--- src/rtl/acc_core_pkg.sv ---
package acc_core_pkg;
  localparam int OPW = 4;
  localparam int STW = 5;

  typedef enum logic [STW-1:0] {
    S_F_MAR  = 5'd0,
    S_F_RD   = 5'd1,
    S_F_MDR  = 5'd2,
    S_F_IR   = 5'd3,
    S_DEC    = 5'd4,
    S_X_MAR  = 5'd5,
    S_X_RD   = 5'd6,
    S_X_MDR  = 5'd7,
    S_X_ACC  = 5'd8,
    S_X_WR   = 5'd9,
    S_X_JMP  = 5'd10,
    S_INT    = 5'd11,
    S_I_PC   = 5'd12,
    S_I_ACC  = 5'd13,
    S_I_VEC  = 5'd14,
    S_R_INC1 = 5'd15,
    S_R_RD1  = 5'd16,
    S_R_ACC  = 5'd17,
    S_R_RD2  = 5'd18,
    S_R_PC   = 5'd19,
    S_HALT   = 5'd20
  } state_t;

  localparam logic [OPW-1:0] OP_HALT  = 4'h0;
  localparam logic [OPW-1:0] OP_LOAD  = 4'h1;
  localparam logic [OPW-1:0] OP_ADD   = 4'h2;
  localparam logic [OPW-1:0] OP_STORE = 4'h3;
  localparam logic [OPW-1:0] OP_JUMP  = 4'h4;
  localparam logic [OPW-1:0] OP_RETI  = 4'hF;

  typedef enum logic {ALU_PASS = 1'b0, ALU_ADD = 1'b1} alu_op_t;
endpackage

--- src/rtl/acc_alu.sv ---
module acc_alu import acc_core_pkg::*; #(
  parameter int unsigned DW = 16
) (
  input  alu_op_t       op_i,
  input  logic [DW-1:0] a_i,
  input  logic [DW-1:0] b_i,
  output logic [DW-1:0] y_o
);
  always_comb begin
    unique case (op_i)
      ALU_ADD: y_o = a_i + b_i;
      default: y_o = b_i;
    endcase
  end
endmodule

--- src/rtl/acc_stack.sv ---
module acc_stack #(
  parameter int unsigned AW      = 12,
  parameter int unsigned SP_INIT = 'hFFF
) (
  input  logic          clk_i,
  input  logic          rst_ni,
  input  logic          push_i,
  input  logic          pop_i,
  output logic [AW-1:0] sp_o,
  output logic [AW-1:0] sp_up_o
);
  logic [AW-1:0] sp_q;

  always_ff @(posedge clk_i or negedge rst_ni) begin
    if (!rst_ni)     sp_q <= AW'(SP_INIT);
    else if (push_i) sp_q <= sp_q - AW'(1);
    else if (pop_i)  sp_q <= sp_q + AW'(1);
  end

  assign sp_o    = sp_q;
  assign sp_up_o = sp_q + AW'(1);


  push_pop_excl_chk: assert property (@(posedge clk_i) disable iff (!rst_ni)
    !(push_i && pop_i));


  pop_step_chk: assert property (@(posedge clk_i) disable iff (!rst_ni)
    (pop_i && !push_i) |=> (sp_q == $past(sp_q) + AW'(1)));
endmodule

--- src/rtl/acc_fsm.sv ---
module acc_fsm import acc_core_pkg::*; (
  input  logic           clk_i,
  input  logic           rst_ni,
  input  logic [OPW-1:0] opcode_i,
  input  logic           irq_i,
  input  logic           ie_i,
  output state_t         state_o
);
  state_t state_q, state_d;

  always_comb begin
    state_d = state_q;
    unique case (state_q)
      S_F_MAR: state_d = S_F_RD;
      S_F_RD:  state_d = S_F_MDR;
      S_F_MDR: state_d = S_F_IR;
      S_F_IR:  state_d = S_DEC;
      S_DEC: begin
        unique case (opcode_i)
          OP_LOAD, OP_ADD, OP_STORE: state_d = S_X_MAR;
          OP_JUMP:                   state_d = S_X_JMP;
          OP_RETI:                   state_d = S_R_INC1;
          OP_HALT:                   state_d = S_HALT;
          default:                   state_d = S_INT;
        endcase
      end
      S_X_MAR:  state_d = (opcode_i == OP_STORE) ? S_X_WR : S_X_RD;
      S_X_RD:   state_d = S_X_MDR;
      S_X_MDR:  state_d = S_X_ACC;
      S_X_ACC:  state_d = S_INT;
      S_X_WR:   state_d = S_INT;
      S_X_JMP:  state_d = S_INT;
      S_INT:    state_d = (irq_i && ie_i) ? S_I_PC : S_F_MAR;
      S_I_PC:   state_d = S_I_ACC;
      S_I_ACC:  state_d = S_I_VEC;
      S_I_VEC:  state_d = S_F_MAR;
      S_R_INC1: state_d = S_R_RD1;
      S_R_RD1:  state_d = S_R_ACC;
      S_R_ACC:  state_d = S_R_RD2;
      S_R_RD2:  state_d = S_R_PC;
      S_R_PC:   state_d = S_INT;
      S_HALT:   state_d = S_HALT;
      default:  state_d = S_F_MAR;
    endcase
  end

  always_ff @(posedge clk_i or negedge rst_ni) begin
    if (!rst_ni) state_q <= S_F_MAR;
    else         state_q <= state_d;
  end

  assign state_o = state_q;


  fetch_order_chk: assert property (@(posedge clk_i) disable iff (!rst_ni)
    (state_q == S_F_IR) |=> (state_q == S_DEC));


  ie_block_chk: assert property (@(posedge clk_i) disable iff (!rst_ni)
    (state_q == S_INT && !ie_i) |=> (state_q == S_F_MAR));
endmodule

--- src/rtl/acc_core.sv ---
module acc_core import acc_core_pkg::*; #(
  parameter int unsigned DW         = 16,
  parameter int unsigned AW         = 12,
  parameter int unsigned RESET_PC   = 'h000,
  parameter int unsigned HANDLER_PC = 'h010,
  parameter int unsigned SP_INIT    = 'hFFF
) (
  input  logic           clk_i,
  input  logic           rst_ni,
  input  logic           irq_i,
  output logic [AW-1:0]  mem_addr_o,
  output logic [DW-1:0]  mem_wdata_o,
  output logic           mem_we_o,
  input  logic [DW-1:0]  mem_rdata_i,
  output logic [AW-1:0]  pc_o,
  output logic [DW-1:0]  acc_o,
  output logic [AW-1:0]  mar_o,
  output logic [DW-1:0]  mdr_o,
  output logic [DW-1:0]  ir_o,
  output logic           ie_o,
  output logic [STW-1:0] state_o,
  output logic           halted_o
);
  localparam logic [AW-1:0] PC_RST = AW'(RESET_PC);
  localparam logic [AW-1:0] PC_VEC = AW'(HANDLER_PC);

  logic [AW-1:0] pc_q, mar_q;
  logic [DW-1:0] acc_q, mdr_q, ir_q, alu_y, pc_ext;
  logic          ie_q;
  logic          push, pop;
  logic [AW-1:0] sp, sp_up;
  logic [OPW-1:0] opcode;
  alu_op_t       alu_op;
  state_t        state;

  assign opcode = ir_q[DW-1 -: OPW];
  assign alu_op = (opcode == OP_ADD) ? ALU_ADD : ALU_PASS;

  acc_fsm u_fsm (
    .clk_i    (clk_i),
    .rst_ni   (rst_ni),
    .opcode_i (opcode),
    .irq_i    (irq_i),
    .ie_i     (ie_q),
    .state_o  (state)
  );

  acc_alu #(.DW(DW)) u_alu (
    .op_i (alu_op),
    .a_i  (acc_q),
    .b_i  (mdr_q),
    .y_o  (alu_y)
  );

  assign push = (state == S_I_PC) || (state == S_I_ACC);
  assign pop  = (state == S_R_INC1) || (state == S_R_ACC);

  acc_stack #(.AW(AW), .SP_INIT(SP_INIT)) u_stack (
    .clk_i   (clk_i),
    .rst_ni  (rst_ni),
    .push_i  (push),
    .pop_i   (pop),
    .sp_o    (sp),
    .sp_up_o (sp_up)
  );

  generate
    if (DW > AW) begin : g_pc_zext
      assign pc_ext = {{(DW-AW){1'b0}}, pc_q};
    end else begin : g_pc_trunc
      assign pc_ext = pc_q[DW-1:0];
    end
  endgenerate

  always_ff @(posedge clk_i or negedge rst_ni) begin
    if (!rst_ni) begin
      pc_q  <= PC_RST;
      acc_q <= '0;
      mar_q <= '0;
      mdr_q <= '0;
      ir_q  <= '0;
      ie_q  <= 1'b1;
    end else begin
      unique case (state)
        S_F_MAR: mar_q <= pc_q;
        S_F_MDR: begin
          mdr_q <= mem_rdata_i;
          pc_q  <= pc_q + AW'(1);
        end
        S_F_IR:   ir_q  <= mdr_q;
        S_X_MAR:  mar_q <= ir_q[AW-1:0];
        S_X_MDR:  mdr_q <= mem_rdata_i;
        S_X_ACC:  acc_q <= alu_y;
        S_X_JMP:  pc_q  <= ir_q[AW-1:0];
        S_I_VEC: begin
          pc_q <= PC_VEC;
          ie_q <= 1'b0;
        end
        S_R_INC1: mar_q <= sp_up;
        S_R_ACC: begin
          acc_q <= mem_rdata_i;
          mar_q <= sp_up;
        end
        S_R_PC: begin
          pc_q <= mem_rdata_i[AW-1:0];
          ie_q <= 1'b1;
        end
        default: ;
      endcase
    end
  end

  assign mem_addr_o  = push ? sp : mar_q;
  assign mem_we_o    = push || (state == S_X_WR);
  assign mem_wdata_o = (state == S_I_PC) ? pc_ext : acc_q;

  assign pc_o     = pc_q;
  assign acc_o    = acc_q;
  assign mar_o    = mar_q;
  assign mdr_o    = mdr_q;
  assign ir_o     = ir_q;
  assign ie_o     = ie_q;
  assign state_o  = state;
  assign halted_o = (state == S_HALT);


  pc_inc_chk: assert property (@(posedge clk_i) disable iff (!rst_ni)
    (state == S_F_MDR) |=> (pc_q == $past(pc_q) + AW'(1)));


  store_port_chk: assert property (@(posedge clk_i) disable iff (!rst_ni)
    (state == S_X_WR) |-> (mem_we_o && mem_addr_o == ir_q[AW-1:0] && mem_wdata_o == acc_q));


  push_order_chk: assert property (@(posedge clk_i) disable iff (!rst_ni)
    (state == S_I_PC) |=> (mem_we_o && mem_addr_o == $past(mem_addr_o) - AW'(1)
                           && mem_wdata_o == acc_q));


  vec_entry_chk: assert property (@(posedge clk_i) disable iff (!rst_ni)
    (state == S_I_VEC) |=> (pc_q == PC_VEC && !ie_q));


  reti_resume_chk: assert property (@(posedge clk_i) disable iff (!rst_ni)
    (state == S_R_PC) |=> (ie_q && pc_q == $past(mem_rdata_i[AW-1:0])));


  halt_hold_chk: assert property (@(posedge clk_i) disable iff (!rst_ni)
    halted_o |=> (halted_o && !mem_we_o && $stable(acc_q) && $stable(pc_q)));
endmodule

--- config.mk ---
export PLATFORM = sky130hd
export DESIGN_NAME = acc_core
export DESIGN_NICKNAME = d
export VERILOG_FILES = /design/src/rtl/acc_core_pkg.sv /design/src/rtl/acc_alu.sv /design/src/rtl/acc_stack.sv /design/src/rtl/acc_fsm.sv /design/src/rtl/acc_core.sv
export SDC_FILE = /design/constraint.sdc
export NUM_CORES = 1
export LEC_CHECK = 0
export BUFFER_PORTS_ARGS = -buffer_cell sky130_fd_sc_hd__buf_2
export CORE_MARGIN = 2
export CORE_UTILIZATION = 58
export CTS_CLUSTER_DIAMETER = 50
export DETAILED_ROUTE_END_ITERATION = 8
export MAX_ROUTING_LAYER = met4
export PLACE_DENSITY = 0.84
export RECOVER_POWER = 100
export SETUP_SLACK_MARGIN = 0.1
export SLEW_MARGIN = 25
export SYNTH_ARGS = -nofsm -noshare
export SYNTH_HDL_FRONTEND = slang
export SYNTH_SLANG_ARGS = --single-unit
--- constraint.sdc ---
create_clock -name clk_i -period 4 [get_ports clk_i]
set_input_delay 0 -clock clk_i [delete_from_list [all_inputs] [get_ports clk_i]]
set_output_delay 0 -clock clk_i [all_outputs]
set_load 0.01 [all_outputs]
==> PnR_summary.wiki <==
{| class="wikitable"
! Metric !! Value
|-
| Violated checks || max-capacitance violations, max-slew violations
|-
| Global-route usage over all layers || 33.0%
|-
| Worst reg2reg endpoint || mar_o[0]
|-
| Mapped Nets || a little over 700
|-
| Number of port buffers || 126
|-
| Via count || roughly 5800
|-
| Cell depth of the worst min-delay path || 5
|-
| Min-Delay Path Class || primary input to register
|-
| Kind of launch point of the worst setup path || register
|-
| Area grow syn2layout || 14.3%
|-
| Area of the mapped netlist || approximately 6000 µm²
|-
| Length of the first detailed-routing pass in iterations || 8
|-
| Tcrit/Tclk final || between 70 and 80%
|-
| MaxCap Viol Count || 1
|-
| Shortest period the worst path allows || around 3.1 ns
|-
| Launch point of the worst hold path || irq_i
|-
| Pre-CTS setup slack || between 1 and 1.5 ns
|-
| Die height || ~110 µm
|-
| Switching Share || 50.2%
|-
| Post-CTS setup-driven buffer insertion count || 0
|-
| First element of the critical path || u_fsm.state_o[4]
|-
| Antenna Diode Count || 0
|-
| Final std cell area, no fill || around 7000 µm²
|-
| Maximum resistive drop on vdd || 0.000527 V
|-
| Main combinational cell family by area after synthesis || compound AO/OA/AOI/OAI gates
|-
| Total area of sequential cells || around 2300 µm²
|-
| Most common cell after layout, fill and taps aside || sky130_fd_sc_hd__clkbuf_1
|-
| Cell area after placement || about 6600 µm²
|-
| Final core occ || roughly two thirds
|-
| Routed length per instance || about 19 µm
|-
| Non-filler instance count after layout || between 900 and 1000
|-
| Area taken by multi-input logic gates || approximately 3400 µm²
|-
| Latest clock arrival within the worst-skew pair || between 0.3 and 0.4 ns
|-
| Initial DRC Count || roughly 500
|-
| Share of final-layout standard cells stronger than drive strength 1 || a little under an eighth
|-
| Synth Flop Type || sky130_fd_sc_hd__dfrtp_1
|-
| Count of hold-fix buffers inserted at cts || 17
|-
| Post-synthesis adder-cell area fraction || between 4 and 5%
|-
| Clock slew at reported path FFs || ~0.09 ns
|-
| Part of the Yosys area used for sequential elements || between 30% and 40%
|-
| Type of the worst setup path || register to register
|-
| Slack of the critical path || about 0.92 ns
|-
| Initial antenna violation count || 0
|-
| Placed cells || ~900
|-
| CTS H-Tree Depth || 3
|-
| Setup TNS Final || 0 ns
|-
| Synth Area in Simple Gates || approximately a fifth
|-
| Maximum number of pins on one net before global-route repair || 53
|-
| Number of nets in the final layout || between 800 and 900
|-
| Number of storage elements in the synthesis netlist || 90
|-
| Average vias per placed instance || about 6.2
|-
| Post-synthesis mux area share || 8.62%
|-
| Ratio of total power to cell area || 949 nW/µm²
|-
| Worst reg2reg startpoint || u_fsm.state_o[4]
|-
| Portion of total power attributed to sequential cells || between 30% and 40%
|-
| Global placer's final weighted congestion || ~0.94
|-
| Placeable Area || 10100 µm²
|-
| Worst Path Required || approximately 4.3 ns
|-
| Synthesized area per cell || a little under 9 µm²
|-
| Number of enable-type register cells in the synthesized netlist || 0
|-
| Post-cts sizing count || 0
|-
| Clock buffer count from CTS || 9
|-
| Die X-Extent || 105 µm
|-
| Number of design rule violations left after detail routing || 0
|-
| Critical-path maximum fanout || 22
|-
| Cell row count || 37
|-
| Final wirelength || roughly 18000 µm
|-
| Xor and xnor fraction of the mapped netlist area || under 10%
|-
| Number of global-route vias before repair || 5558
|-
| Clock tree from TritonCTS || built
|-
| Crit end category || register
|-
| Min-Delay Endpoint || u_fsm.state_o[3]
|-
| Relative max-transition margin || -41.6%
|-
| Reg2Reg Setup Slack || 0.92 ns
|-
| Leakage component of the power || 2.73 nW
|-
| Clock sink count || 90
|-
| CP Data Arrival Time || 3.35 ns
|-
| Number of filler cells placed in the layout || 879
|-
| Clock skew after layout || 0.0103 ns
|-
| Total congestion overflow after global routing || 0
|-
| Post-route total power || between 6 and 7 mW
|-
| Initial core utilization || 58.8%
|-
| Final setup violation count || 0
|-
| Maximum frequency from static timing analysis || 0.324 GHz
|-
| Number of warning messages in the yosys log || 0
|-
| Hold WS || ~0.18 ns
|-
| Max-slew violations || 40
|-
| Part of the total power dissipated in combinational logic || a little under three fifths
|-
| Number of hold-slack violations in the final timing report || 0
|-
| Synthesized instance count || around 670
|-
| Top-level port count || 127
|-
| First-pass GRT wire length || between 20000 and 30000 µm
|-
| HPWL after DPL || roughly 13000 µm
|-
| Part of the power in the clock network || 9.0%
|-
| Die area || ~11000 µm²
|-
| Unrepaired setup endpoints after global routing || no
|-
| Worst-case clock buffer depth || 2
|-
| CTS Root Cell || sky130_fd_sc_hd__clkbuf_8
|-
| Number of distinct library cells after synthesis || 72
|-
| Cell-internal power || about 3.2 mW
|-
| Antenna-violating nets left || 0
|-
| P_sw || roughly 3.2 mW
|-
| Depth of the worst register-to-register path || 5
|-
| Status || complete, but fails checks
|-
| Share of the synthesized area in compound gates (AO/OA/AOI/OAI) || 21.3%
|-
| Slew at the pin closest to its max-slew limit || around 2.1 ns
|-
| Proportion of register bits with asynchronous set or reset after synthesis || 100%
|-
| Most used cells in the layout excluding fill and tap cells || sky130_fd_sc_hd__clkbuf_1, sky130_fd_sc_hd__nand2_1, sky130_fd_sc_hd__dfrtp_1
|}
==> critical path: stages, from the launching register on <==
cell and delay, ns:
sky130_fd_sc_hd__dfrtp_1 0.81, sky130_fd_sc_hd__nor2b_1 0.22, sky130_fd_sc_hd__and3_1 0.28, sky130_fd_sc_hd__o21ai_0 0.77, sky130_fd_sc_hd__nand2_1 0.57, sky130_fd_sc_hd__o21a_1 0.33
==> logic make-up (layout without fill, tap and decap cells) <==
family                     Yosys count  after routing
adders and majority gates           20             20
AOI/OAI and AO/OA                  195            195
DFF                                 90             90
muxes                               46             46
buffers and inverters               54            178
xor gates and xnor gates            35             35
and+or+nand+nor                    228            228
==> worst max path at each step <==
| stage | end | slack (ns) | cells past startpoint |
|---|---|---|---|
| after floorplan | acc_o[12] | 1.76 | 9 |
| after global placement | mar_o[0] | 1.38 | 5 |
| after detailed placement | mar_o[0] | 1.28 | 5 |
| after CTS | mem_wdata_o[6] | 1.22 | 4 |
| after global routing | mar_o[2] | 0.48 | 3 |
| final | mar_o[0] | 0.92 | 5 |
==> Yosys cell counts, types with 9 or more instances <==
cell type	count	area, µm²
sky130_fd_sc_hd__a21oi_1	37	185
sky130_fd_sc_hd__a22oi_1	9	67.6
sky130_fd_sc_hd__a31oi_1	19	119
sky130_fd_sc_hd__and3_1	11	68.8
sky130_fd_sc_hd__buf_2	20	100
sky130_fd_sc_hd__clkbuf_1	19	71.3
sky130_fd_sc_hd__dfrtp_1	77	1930
sky130_fd_sc_hd__dfstp_2	13	342
sky130_fd_sc_hd__ha_1	18	225
sky130_fd_sc_hd__inv_1	12	45.0
sky130_fd_sc_hd__mux2_1	13	146
sky130_fd_sc_hd__mux2_2	30	338
sky130_fd_sc_hd__nand2_1	86	323
sky130_fd_sc_hd__nand3_1	15	75.1
sky130_fd_sc_hd__nor2_1	53	199
sky130_fd_sc_hd__nor2b_1	10	62.6
sky130_fd_sc_hd__nor3_1	9	45.0
sky130_fd_sc_hd__o21ai_0	35	175
sky130_fd_sc_hd__o21ai_1	16	80.1
sky130_fd_sc_hd__o22ai_1	14	87.6
sky130_fd_sc_hd__xnor2_1	23	201
sky130_fd_sc_hd__xor2_1	12	105
==> power by group through the flow <==
stage / logic, mW / registers (mW) / clock network, mW
after floorplan: 2.69 / 1.98 / 0
after global placement: 3.65 / 2.19 / 0
after detailed placement: 3.73 / 2.21 / 0
after CTS: 3.77 / 2.20 / 0.585
after global routing: 4.02 / 2.30 / 0.625
final: 3.64 / 2.24 / 0.586
==> area by class of cell <==
| class | instances | area share [%] |
|---|---|---|
| clock inverters | 5 | 0.569 |
| multi-input cells | 524 | 50.5 |
| clock buffers | 11 | 2.07 |
| repair buffers | 150 | 10.4 |
| flip-flops and latches | 90 | 33.3 |
| well taps | 136 | 2.50 |
| inverters | 12 | 0.661 |
==> registers in the layout (all words and copies together), names as in the netlist <==
register       cells
mar_o             12
ie_o               1
ir_o              16
u_fsm.state_o      5
pc_o              12
mdr_o             16
u_stack.sp_o      12
acc_o             16
==> routing by layer <==
layer | up-vias | global-route usage, % | wire length [µm]
li1 | 2677 | - | -
met1 | 2808 | 43.0 | 7460
met2 | 261 | 52.2 | 8590
met3 | 45 | 5.19 | 1270
met4 | 0 | 12.2 | 429
met5 | - | - | 0
Power figures use the tool's default switching activity.
